<file path="config.mk">
export PLATFORM = sky130hd
export DESIGN_NAME = pwr_gate_seq
export DESIGN_NICKNAME = d
export VERILOG_FILES = /design/src/rtl/pgs_pkg.sv /design/src/rtl/pgs_regs.sv /design/src/rtl/pgs_timer.sv /design/src/rtl/pgs_seq.sv /design/src/rtl/pwr_gate_seq.sv
export SDC_FILE = /design/constraint.sdc
export NUM_CORES = 1
export LEC_CHECK = 0
export BUFFER_PORTS_ARGS = -buffer_cell sky130_fd_sc_hd__buf_4
export CORE_ASPECT_RATIO = 1.2
export CORE_MARGIN = 1.5
export CORE_UTILIZATION = 40
export DETAILED_ROUTE_END_ITERATION = 12
export GPL_TIMING_DRIVEN = 1
export PLACE_DENSITY = 0.69
export RECOVER_POWER = 50
export SETUP_SLACK_MARGIN = 0.02
export SYNTH_ARGS = -nofsm -noshare
export SYNTH_HDL_FRONTEND = slang
export SYNTH_SLANG_ARGS = --single-unit
</file>
<file path="constraint.sdc">
create_clock -name clk -period 4.8 [get_ports clk]
set_clock_uncertainty 0.1 [all_clocks]
set_input_delay 0.48 -clock clk [delete_from_list [all_inputs] [get_ports clk]]
set_output_delay 0.48 -clock clk [all_outputs]
set_load 0.01 [all_outputs]
</file>
<file path="src/rtl/pgs_pkg.sv">
package pgs_pkg;

    localparam int DATA_W = 32;
    localparam int ADDR_W = 2;
    localparam int DLY_W  = 6;
    localparam int LO_POS = 0;
    localparam int HI_POS = 8;

    localparam logic [ADDR_W-1:0] A_CTRL = 2'd0;
    localparam logic [ADDR_W-1:0] A_UP   = 2'd1;
    localparam logic [ADDR_W-1:0] A_DN   = 2'd2;
    localparam logic [ADDR_W-1:0] A_STAT = 2'd3;

    typedef enum logic [2:0] {
        ST_ON     = 3'd0,
        ST_DN_ISO = 3'd1,
        ST_DN_SW  = 3'd2,
        ST_OFF    = 3'd3,
        ST_UP_SW  = 3'd4,
        ST_UP_ISO = 3'd5
    } seq_state_e;

    typedef struct packed {
        logic [DLY_W-1:0] up_sw;
        logic [DLY_W-1:0] up_iso;
        logic [DLY_W-1:0] dn_iso;
        logic [DLY_W-1:0] dn_sw;
    } dly_cfg_t;

    function automatic logic [DATA_W-1:0] pack_pair(input logic [DLY_W-1:0] lo,
                                                    input logic [DLY_W-1:0] hi);
        logic [DATA_W-1:0] w;
        w = '0;
        w[LO_POS +: DLY_W] = lo;
        w[HI_POS +: DLY_W] = hi;
        return w;
    endfunction

endpackage

</file>
<file path="src/rtl/pgs_regs.sv">
module pgs_regs
    import pgs_pkg::*;
(
    input  logic              clk,
    input  logic              rst,
    input  logic              wr_en,
    input  logic [ADDR_W-1:0] addr,
    input  logic [DATA_W-1:0] wdata,
    output logic [DATA_W-1:0] rdata,
    input  logic              stat_set,
    input  logic              stat_clr,
    output logic              pdn_allow,
    output dly_cfg_t          cfg
);

    logic     allow_q;
    logic     stat_q;
    dly_cfg_t cfg_q;

    always_ff @(posedge clk) begin
        if (rst) begin
            allow_q <= 1'b0;
            stat_q  <= 1'b0;
            cfg_q   <= '0;
        end else begin
            if (wr_en) begin
                case (addr)
                    A_CTRL: allow_q <= wdata[0];
                    A_UP: begin
                        cfg_q.up_sw  <= wdata[LO_POS +: DLY_W];
                        cfg_q.up_iso <= wdata[HI_POS +: DLY_W];
                    end
                    A_DN: begin
                        cfg_q.dn_iso <= wdata[LO_POS +: DLY_W];
                        cfg_q.dn_sw  <= wdata[HI_POS +: DLY_W];
                    end
                    default: ;
                endcase
            end
            if (stat_set)
                stat_q <= 1'b1;
            else if (stat_clr)
                stat_q <= 1'b0;
        end
    end

    always_comb begin
        rdata = '0;
        case (addr)
            A_CTRL:  rdata[0] = allow_q;
            A_UP:    rdata = pack_pair(cfg_q.up_sw, cfg_q.up_iso);
            A_DN:    rdata = pack_pair(cfg_q.dn_iso, cfg_q.dn_sw);
            A_STAT:  rdata[0] = stat_q;
            default: rdata = '0;
        endcase
    end

    logic unused_wbits;
    assign unused_wbits = ^{wdata[DATA_W-1:HI_POS+DLY_W], wdata[HI_POS-1:LO_POS+DLY_W]};

    assign pdn_allow = allow_q;
    assign cfg       = cfg_q;

    // status is not writable from the bus
    a_r2_status_ro: assert property (@(posedge clk) disable iff (rst)
        (wr_en && addr == A_STAT && !stat_set && !stat_clr) |=> $stable(stat_q));

    // a refused power-down clears the status
    a_r3_status_clear: assert property (@(posedge clk) disable iff (rst)
        (stat_clr && !stat_set) |=> !stat_q);

endmodule

</file>
<file path="src/rtl/pgs_timer.sv">
module pgs_timer #(
    parameter int W = 6
) (
    input  logic         clk,
    input  logic         rst,
    input  logic         load,
    input  logic [W-1:0] load_val,
    output logic         done
);

    logic [W-1:0] cnt;

    always_ff @(posedge clk) begin
        if (rst)
            cnt <= '0;
        else if (load)
            cnt <= load_val;
        else if (cnt != '0)
            cnt <= cnt - 1'b1;
    end

    assign done = (cnt == '0);

    // each wait step counts down by exactly one
    a_r12_count_down: assert property (@(posedge clk) disable iff (rst)
        (!load && cnt != '0) |=> cnt == $past(cnt) - 1'b1);

endmodule

</file>
<file path="src/rtl/pgs_seq.sv">
module pgs_seq
    import pgs_pkg::*;
(
    input  logic             clk,
    input  logic             rst,
    input  logic             pdn_req,
    input  logic             pup_req,
    input  logic             pdn_allow,
    input  dly_cfg_t         cfg,
    input  logic             tmr_done,
    output logic             tmr_load,
    output logic [DLY_W-1:0] tmr_val,
    output logic             stat_set,
    output logic             stat_clr,
    output logic             iso_en,
    output logic             pwr_sw_n,
    output logic             busy
);

    seq_state_e state, nxt;
    logic       iso_q, swn_q;

    always_comb begin
        nxt      = state;
        tmr_load = 1'b0;
        tmr_val  = '0;
        stat_set = 1'b0;
        stat_clr = 1'b0;
        case (state)
            ST_ON: if (pdn_req) begin
                if (pdn_allow) begin
                    nxt      = ST_DN_ISO;
                    tmr_load = 1'b1;
                    tmr_val  = cfg.dn_iso;
                end else begin
                    stat_clr = 1'b1;
                end
            end
            ST_DN_ISO: if (tmr_done) begin
                nxt      = ST_DN_SW;
                tmr_load = 1'b1;
                tmr_val  = cfg.dn_sw;
            end
            ST_DN_SW: if (tmr_done) begin
                nxt      = ST_OFF;
                stat_set = 1'b1;
            end
            ST_OFF: if (pup_req) begin
                nxt      = ST_UP_SW;
                tmr_load = 1'b1;
                tmr_val  = cfg.up_sw;
            end
            ST_UP_SW: if (tmr_done) begin
                nxt      = ST_UP_ISO;
                tmr_load = 1'b1;
                tmr_val  = cfg.up_iso;
            end
            ST_UP_ISO: if (tmr_done) nxt = ST_ON;
            default: nxt = ST_ON;
        endcase
    end

    always_ff @(posedge clk) begin
        if (rst) begin
            state <= ST_ON;
            iso_q <= 1'b0;
            swn_q <= 1'b0;
        end else begin
            state <= nxt;
            iso_q <= (nxt != ST_ON) && (nxt != ST_DN_ISO);
            swn_q <= (nxt == ST_OFF) || (nxt == ST_UP_SW);
        end
    end

    assign iso_en   = iso_q;
    assign pwr_sw_n = swn_q;
    assign busy     = (state != ST_ON) && (state != ST_OFF);

    // switch never opens without isolation
    a_r11_iso_guard: assert property (@(posedge clk) disable iff (rst)
        pwr_sw_n |-> iso_en);

    // off state is left only on a power-up request
    a_r8_hold_off: assert property (@(posedge clk) disable iff (rst)
        (state == ST_OFF && !pup_req) |=> (state == ST_OFF && pwr_sw_n));

    // powered state is left only on an enabled power-down request
    a_r8_hold_on: assert property (@(posedge clk) disable iff (rst)
        (state == ST_ON && !(pdn_req && pdn_allow)) |=> (state == ST_ON && !iso_en));

    // status is set at the edge the switch opens
    a_r5_status_at_off: assert property (@(posedge clk) disable iff (rst)
        $rose(pwr_sw_n) |-> $past(stat_set));

    // an idle power-down step raises busy
    a_r9_busy_start: assert property (@(posedge clk) disable iff (rst)
        (state == ST_ON && pdn_req && pdn_allow) |=> busy);

endmodule

</file>
<file path="src/rtl/pwr_gate_seq.sv">
module pwr_gate_seq
    import pgs_pkg::*;
(
    input  logic              clk,
    input  logic              rst,
    input  logic              bus_wr,
    input  logic [ADDR_W-1:0] bus_addr,
    input  logic [DATA_W-1:0] bus_wdata,
    output logic [DATA_W-1:0] bus_rdata,
    input  logic              pdn_req,
    input  logic              pup_req,
    output logic              iso_en,
    output logic              pwr_sw_n,
    output logic              busy
);

    dly_cfg_t         cfg;
    logic             pdn_allow;
    logic             stat_set, stat_clr;
    logic             tmr_load, tmr_done;
    logic [DLY_W-1:0] tmr_val;

    pgs_regs u_regs (
        .clk       (clk),
        .rst       (rst),
        .wr_en     (bus_wr),
        .addr      (bus_addr),
        .wdata     (bus_wdata),
        .rdata     (bus_rdata),
        .stat_set  (stat_set),
        .stat_clr  (stat_clr),
        .pdn_allow (pdn_allow),
        .cfg       (cfg)
    );

    pgs_timer #(.W(DLY_W)) u_timer (
        .clk      (clk),
        .rst      (rst),
        .load     (tmr_load),
        .load_val (tmr_val),
        .done     (tmr_done)
    );

    pgs_seq u_seq (
        .clk       (clk),
        .rst       (rst),
        .pdn_req   (pdn_req),
        .pup_req   (pup_req),
        .pdn_allow (pdn_allow),
        .cfg       (cfg),
        .tmr_done  (tmr_done),
        .tmr_load  (tmr_load),
        .tmr_val   (tmr_val),
        .stat_set  (stat_set),
        .stat_clr  (stat_clr),
        .iso_en    (iso_en),
        .pwr_sw_n  (pwr_sw_n),
        .busy      (busy)
    );

endmodule

</file>
==> out/results.tsv, run 1 <==
stage	metric	value	unit
yosys	synth_seq_cells	37	
yosys	synth_flop_cell	dfxtp_1	
cts	clk_pin_slew	0.08	ns
layout	antennaDiodeCount	0	
setup_path	endpoint_kind	flop	
cts	cts_tree	built	
pwr	power	0.000912	W
timing	finalHoldViolCount	0	
yosys	async_flop_share	0	%
floorplan	fp.dieW	70.5	µm
cts	post_cts_resized	0	
pwr	p_seq_share	39.7	%
routing	wl_per_cell	14.3	µm
cts	postCtsSetupBuffers	0	
cts	worstSkewPairLatency	0.30	ns
yosys	syn_area_per_cell	7.93	µm²
cts	h-tree-depth	2	
layout	drive_gt1_share	14.4	%
timing	slew_headroom	49.1	%
timing	rsz0062_at_grt	no	
global_routing	track_usage	17.8	%
pwr	p_clk_share	30.7	%
pwr	power_switching_share	33.9	%
place	routabilityCongestion	0.815	
pwr	share_comb_of_total_power	29.6	%
pwr	p_sw	0.000309	W
routing	vias	1943	
cts	clockBufferDepth	2	
setup_path	crit_path_max_fanout	9	
yosys	yosysSeqAreaShare	33.8	%
cts	cts_sinks	37	
timing	fmax	422	MHz
routing	ant_nets	0	
floorplan	core_area	0.00530	mm²
pwr	leakage	0.941	nW
yosys	yosys_warnings	0	
place	place_inst	352	
floorplan	die_h	84.0	µm
place	dp_hpwl	3.52	mm
routing	drtPass1Iterations	4	
cts	cts_hold_buf	0	
timing	tightest_slew	0.757	ns
floorplan	start_util	41.3	%
routing	drc	0	
pwr	powerDensity	375	mW/mm²
yosys	synth_edf_count	0	
global_routing	grt_pass1_vias	1770	
global_routing	grt_remaining_overflow	0	
place	dp_slack	2.44	ns
pwr	internal_power	0.000603	W
floorplan	rows	29	
outcome	outcome	finished, final reports clean	
setup_path	crit_required	4.91	ns
place	port_buffers	33	
setup_path	arrival	2.48	ns
global_routing	grt_max_degree	37	
floorplan	ios	74	
layout	fin_nets	342	
routing	totalWireLength	5.16	mm
setup_path	cp-start-kind	flop	
routing	vias_per_cell	5.40	
global_routing	grt_pass1_wl	8.36	mm
flow_run	drv_cap	0	
yosys	synth_cells	276	
min_path	min_path_type	input port to flop	
layout	syn_to_final_growth	11.2	%
setup_path	crit_type	flop to flop	
layout	final_common_cell	nand2_1	
yosys	synth_cell_types	51	
yosys	syn_area	0.00219	mm²
cts	cts_made_buffers	5	
layout	final_cell_mix	nand2_1 (52), dfxtp_1 (37), a21oi_1 (32)	
timing	setup_viol_count_final	0	
routing	initialDrtViolationCount	139	
timing	fin_crit_sh	49.4	%
timing	fin_ws	2.43	ns
floorplan	die_area	0.00593	mm²
pwr	vdd_ir_drop_max	0.186	mV
timing	tns	0	ns
global_routing	antenna_found_initial	0	
timing	layout_min_cycle_time	2.37	ns
timing	finalMaxSlewViolations	0	
layout	stdcell_count	360	
cts	clockRootBuffer	clkbuf_8	
[routing by layer]
layer / track usage, % / part of all wire [%] / up-vias
li1: - / - / 981
met1: 21.5 / 44 / 897
met2: 29.8 / 48 / 56
met3: 4.59 / 5.9 / 9
met4: 6.99 / 1.7 / 0
met5: 0 / 0 / -
[flip-flops by register name (all words and copies together), names as in the netlist]
signal	cells
u_regs.cfg	24
u_regs.pdn_allow	1
u_regs.stat_q	1
u_seq.iso_en	1
u_seq.pwr_sw_n	1
u_seq.state	3
u_timer.cnt	6
[path summary, 6_finish.rpt]
| kind | from | endpoint | slack, ns | cells after the start |
|---|---|---|---|---|
| max reg2reg | u_timer.cnt[0]$_SDFFE_PP0P_ | u_timer.cnt[5]$_SDFFE_PP0P_ | 2.43 | 6 |
| max | u_timer.cnt[0]$_SDFFE_PP0P_ | u_timer.cnt[5]$_SDFFE_PP0P_ | 2.43 | 6 |
| min | bus_wdata[12] | u_regs.cfg[16]$_SDFFE_PP0P_ | 0.32 | 3 |
| min reg2reg | u_regs.cfg[23]$_SDFFE_PP0P_ | u_regs.cfg[23]$_SDFFE_PP0P_ | 0.37 | 2 |
[per-stage QoR]
| stage | util [%] | hold slack [ns] | instance area (µm²) |
|---|---|---|---|
| after floorplan | - | 0.345 | 2260 |
| after global placement | 44.0 | 0.355 | 2330 |
| after detailed placement | 44.0 | 0.359 | 2330 |
| after CTS | 46.2 | 0.323 | 2450 |
| after global routing | 45.9 | 0.319 | 2430 |
| final | 45.9 | 0.323 | 2430 |
[layout make-up]
| class | count | area, µm² |
|---|---|---|
| clock inverters | 3 | 46.3 |
| fillers | 557 | 2860 |
| clock buffers | 5 | 68.8 |
| well taps | 62 | 77.6 |
| flip-flops and latches | 37 | 741 |
| repair buffers | 33 | 233 |
| multi-input cells | 213 | 1240 |
| inverters | 7 | 26.3 |
[worst max-delay path, cell delays in order, from the launching register on]
cell and delay (ns):
dfxtp_1 0.36, inv_1 0.09, ha_1 0.31, or2b_2 0.36
nor3_1 0.59, nand3_1 0.18, a311oi_2 0.29
[logic make-up (layout without fill, tap and decap cells)]
logic type | after synthesis | count (layout) | share of synthesized area (%)
other | 1 | 20 | 0.171
adder cells (fa/ha/maj) | 6 | 6 | 3.43
AND/OR/NAND/NOR | 107 | 107 | 24.4
AO/OA/AOI/OAI | 77 | 77 | 24.2
XOR/XNOR | 2 | 2 | 0.801
flip-flops | 37 | 37 | 33.8
multiplexers | 1 | 1 | 0.457
buffers and inverters | 45 | 48 | 12.7
[Yosys cell counts (all sizes together) (3+ instances only)]
master | instances | area (µm²)
and2 | 6 | 37.5
nand3 | 6 | 30.0
or3 | 3 | 18.8
inv | 7 | 26.3
o21ai | 3 | 15.0
a222oi | 5 | 50.1
clkbuf | 15 | 67.6
a311oi | 3 | 32.5
a22oi | 11 | 82.6
nor3 | 3 | 15.0
ha | 6 | 75.1
nor2b | 14 | 87.6
nor2 | 8 | 30.0
dfxtp | 37 | 741
a21oi | 32 | 160
nand2 | 52 | 195
a22o | 4 | 35.0
buf | 23 | 184
[power by group through the flow]
| stage | sequential (W) | combinational, W | clock (W) |
|---|---|---|---|
| global route | 0.000365 | 0.000302 | 0.000297 |
| detailed placement | 0.000369 | 0.000268 | 0 |
| finish | 0.000362 | 0.000270 | 0.000280 |
| CTS | 0.000361 | 0.000271 | 0.000284 |
| floorplan | 0.000359 | 0.000228 | 0 |
| global placement | 0.000368 | 0.000264 | 0 |
Power figures use the tool's default switching activity.
==> inputs of run 2 (changes only) <==
--- a/config.mk
+++ b/config.mk
@@ -5,13 +5,14 @@
 export SDC_FILE = /design/constraint.sdc
 export NUM_CORES = 1
 export LEC_CHECK = 0
+export ABC_AREA = 1
 export BUFFER_PORTS_ARGS = -buffer_cell sky130_fd_sc_hd__buf_4
 export CORE_ASPECT_RATIO = 1.2
 export CORE_MARGIN = 1.5
 export CORE_UTILIZATION = 40
 export DETAILED_ROUTE_END_ITERATION = 12
 export GPL_TIMING_DRIVEN = 1
-export PLACE_DENSITY = 0.69
+export PLACE_DENSITY = 0.71
 export RECOVER_POWER = 50
 export SETUP_SLACK_MARGIN = 0.02
 export SYNTH_ARGS = -nofsm -noshare
==> constraint.sdc (replaced) <==
create_clock -name clk -period 2.1 [get_ports clk]
set_clock_uncertainty 0.1 [all_clocks]
set_input_delay 0.21 -clock clk [delete_from_list [all_inputs] [get_ports clk]]
set_output_delay 0.21 -clock clk [all_outputs]
set_load 0.01 [all_outputs]
==> out/results.tsv, run 2 <==
stage	metric	value	unit	change
global_routing	antenna_found_initial	0		unchanged
pwr	vdd_ir_drop_max	0.529	mV	+180%
layout	design_area	0.00260	mm²	+6.7%
floorplan	start_util	42.0	%	+0.73 points
layout	largest_register_ffs	24		unchanged
yosys	yosys-top-cells-area	dfxtp_1 (33%), nand2_1 (11%), nor2_1 (9.2%), buf_4 (6.7%), o21ai_0 (6.7%)		
yosys	synth_cells	339		+23%
setup_path	crit_path_max_fanout	12		+3
global_routing	grt_pass1_wl	8.81	mm	+5.4%
floorplan	fp.dieW	71.3	µm	+1.2%
routing	drtPass1Iterations	4		unchanged
setup_path	reg2reg_depth	9		+3
routing	vias_per_cell	4.89		-9.4%
setup_path	arrival	1.85	ns	-0.63 ns
yosys	synth_compound_area_share	14.1	%	-10 points
global_routing	grt_max_degree	26		-30%
place	port_buffers	33		unchanged
layout	final_cell_mix	nand2_1 (68), nor2_1 (55), dfxtp_1 (37)		
setup_path	crit_buf_inv	1		unchanged
setup_path	worst-path-stages	9		+3
yosys	synth_top_family_by_area	simple AND/OR/NAND/NOR gates		
outcome	outcome	finished, final reports clean		
layout	nFillCells	553		-0.72%
timing	slew_headroom	43.4	%	-5.8 points
layout	fin_util	48.7	%	+2.7 points
yosys	yosys.area_share.simple	33.3	%	+8.9 points
yosys	synth_top_area_cell	dfxtp_1		
global_routing	grt_pass1_vias	1978		+12%
layout	stdcell_count	439		+22%
cts	clk_pin_slew	0.08	ns	about the same
timing	rsz0062_at_grt	no		
yosys	synthMuxAreaShare	0	%	-0.46 points
cts	clockRootBuffer	clkbuf_8		
yosys	yosysMostFrequentCell	nand2_1		
floorplan	rows	29		unchanged
yosys	synth_flop_cell	dfxtp_1		
routing	met3_wirelength	212	µm	-30%
min_path	hold_path_end	u_regs.cfg[7]$_SDFFE_PP0P_		
floorplan	die_area	0.00607	mm²	+2.4%
layout	antennaDiodeCount	0		unchanged
layout	final_common_cell	nand2_1		
cts	cts_hold_buf	0		unchanged
setup_path	crit_type	flop to flop		
place	place_area	0.00250	mm²	+7.1%
yosys	yosys-top-cells-count	nand2_1 (68), nor2_1 (55), dfxtp_1 (37)		
yosys	async_flop_share	0	%	unchanged
setup_path	crit_required	2.18	ns	-2.73 ns
setup_path	crit_family	simple AND/OR/NAND/NOR gates		
yosys	yosys_warnings	0		unchanged
routing	vias	2146		+10%
timing	finalMaxSlewViolations	0		unchanged
floorplan	die_h	85.0	µm	+1.2%
timing	tightest_slew	0.849	ns	+0.0922 ns
layout	fin_nets	421		+23%
cts	cts_made_buffers	5		unchanged
cts	postCtsSetupBuffers	0		unchanged
setup_path	r2r_slack	0.32	ns	-2.11 ns
setup_path	slowest_stage	nor2_4		
yosys	yosysSeqAreaShare	33.0	%	-0.81 points
routing	dr_wl_met2	2.66	mm	+6.9%
min_path	min_path_cells	3		unchanged
place	routabilityCongestion	0.824		+1.1%
routing	ant_nets	0		unchanged
routing	totalWireLength	5.29	mm	+2.5%
routing	top_layer	met4		
global_routing	track_usage	18.0	%	+0.24 points
setup_path	critPathMostFrequentCell	nand2_1		
setup_path	endpoint_kind	flop		
layout	drive_gt1_share	19.4	%	+4.9 points
pwr	leakage	1.22	nW	+30%
yosys	syn_area	0.00224	mm²	+2.5%
timing	finalHoldViolCount	0		unchanged
setup_path	cp-start-kind	flop		
layout	syn_to_final_growth	15.8	%	
setup_path	r2r-start	u_timer.cnt[0]$_SDFFE_PP0P_		
timing	fmax	563	MHz	+33%
min_path	worstHoldStart	bus_wdata[1]		
setup_path	timing.rr.end	u_timer.cnt[2]$_SDFFE_PP0P_		
pwr	power	0.00235	W	+160%
yosys	synth_cell_types	29		-43%
cts	clockBufferDepth	2		unchanged
yosys	syn_area_per_cell	6.61	µm²	-17%
flow_run	drv_cap	0		unchanged
cts	worstSkewPairLatency	0.29	ns	about the same
setup_path	crit_chain	inv_1, ha_1, nand2_1, nor2_4, nand2_2, nand2_1, nand3_1, nand2_1, nor2_1		
yosys	synth_edf_count	0		unchanged
timing	fin_crit_sh	84.6	%	+35 points
cts	cts_tree	built		
timing	setup_viol_count_final	0		unchanged
place	place_inst	431		+22%
global_routing	grt_remaining_overflow	0		unchanged
yosys	synth_xor_xnor_area_share	1.17	%	+0.37 points
floorplan	core_area	0.00533	mm²	+0.69%
timing	layout_min_cycle_time	1.78	ns	-0.595 ns
yosys	synthDominantCellAreaShare	33.0	%	-0.81 points
routing	wl_per_cell	12.0	µm	-16%
routing	drc	0		unchanged
place	dp_hpwl	4.09	mm	+16%
yosys	synth_seq_cells	37		unchanged
cts	cts_sinks	37		unchanged
setup_path	cp_slowest_stage_delay	0.33	ns	-0.26 ns
routing	initialDrtViolationCount	86		-38%
floorplan	ios	74		unchanged
cts	post_cts_resized	0		unchanged
yosys	synthAdderAreaFrac	3.35	%	-0.082 points
min_path	min_path_type	input port to flop		
timing	tns	0	ns	unchanged
cts	h-tree-depth	2		unchanged
pwr	powerDensity	905	mW/mm²	+140%
routing	wl_met1	2.33	mm	+2.4%
## run 2: changes by cell type in the layout (fill, tap and decap cells not counted), sizes merged, moves of 5 or more
cell / change
a222oi: -5
a22oi: -11
and2: -6
buf: +5
inv: +30
nand2: +23
nand3: +14
nor2: +57
nor2b: -14
o21ai: +28
## run 2: metrics by stage
stage               hold WS, ns  worst slack, ns
finish                   0.0668            0.324
global route             0.0758            0.175
CTS                      0.0158            0.339
detailed placement        0.325            0.353
global placement          0.323            0.381
floorplan                 0.179            0.618
## run 2: cell families after synthesis
family	after synthesis
simple gates	165
buf+inv	67
compound gates	60
flops	37
fa+ha+maj	6
xor+xnor	3
other cells	1
## run 2: worst min-delay path, delay by kind of cell
kind	cells	cell delay, ns
AOI/OAI and AO/OA	1	0.07
buffers and inverters	1	0.08
and+or+nand+nor	1	0.07
## run 2: final cells by class
| class | count | area (µm²) | area share (%) |
|---|---|---|---|
| multi-input cells | 254 | 1240 | 47.7 |
| inverters | 38 | 143 | 5.49 |
| flip-flops and latches | 37 | 741 | 28.5 |
| well taps | 62 | 77.6 | 2.99 |
| clock buffers | 6 | 82.6 | 3.18 |
| clock inverters | 2 | 37.5 | 1.45 |
| repair buffers | 40 | 278 | 10.7 |
## run 2: per-layer routing
layer / global-route usage [%] / up-vias
met4: 6.52 / 0
met1: 23.0 / 984
li1: - / 1096
met3: 2.61 / 7
met5: 0 / -
met2: 30.7 / 59
## run 2: how the worst max path moves through the flow
stage	to	start	slack, ns
finish	u_timer.cnt[2]$_SDFFE_PP0P_	u_timer.cnt[0]$_SDFFE_PP0P_	0.32
global placement	u_timer.cnt[5]$_SDFFE_PP0P_	u_timer.cnt[0]$_SDFFE_PP0P_	0.38
floorplan	u_seq.pwr_sw_n$_SDFF_PP0_	u_timer.cnt[0]$_SDFFE_PP0P_	0.62
global route	u_timer.cnt[2]$_SDFFE_PP0P_	u_timer.cnt[0]$_SDFFE_PP0P_	0.17
CTS	u_timer.cnt[5]$_SDFFE_PP0P_	u_timer.cnt[0]$_SDFFE_PP0P_	0.34
detailed placement	u_timer.cnt[5]$_SDFFE_PP0P_	u_timer.cnt[0]$_SDFFE_PP0P_	0.35
## run 2: power by group
| part | internal, W | switching [W] | total [W] |
|---|---|---|---|
| combinational | 0.000307 | 0.000527 | 0.000834 |
| clock | 0.000386 | 0.000269 | 0.000655 |
| sequential | 0.000788 | 0.0000732 | 0.000861 |
| total | 0.00148 | 0.000869 | 0.00235 |
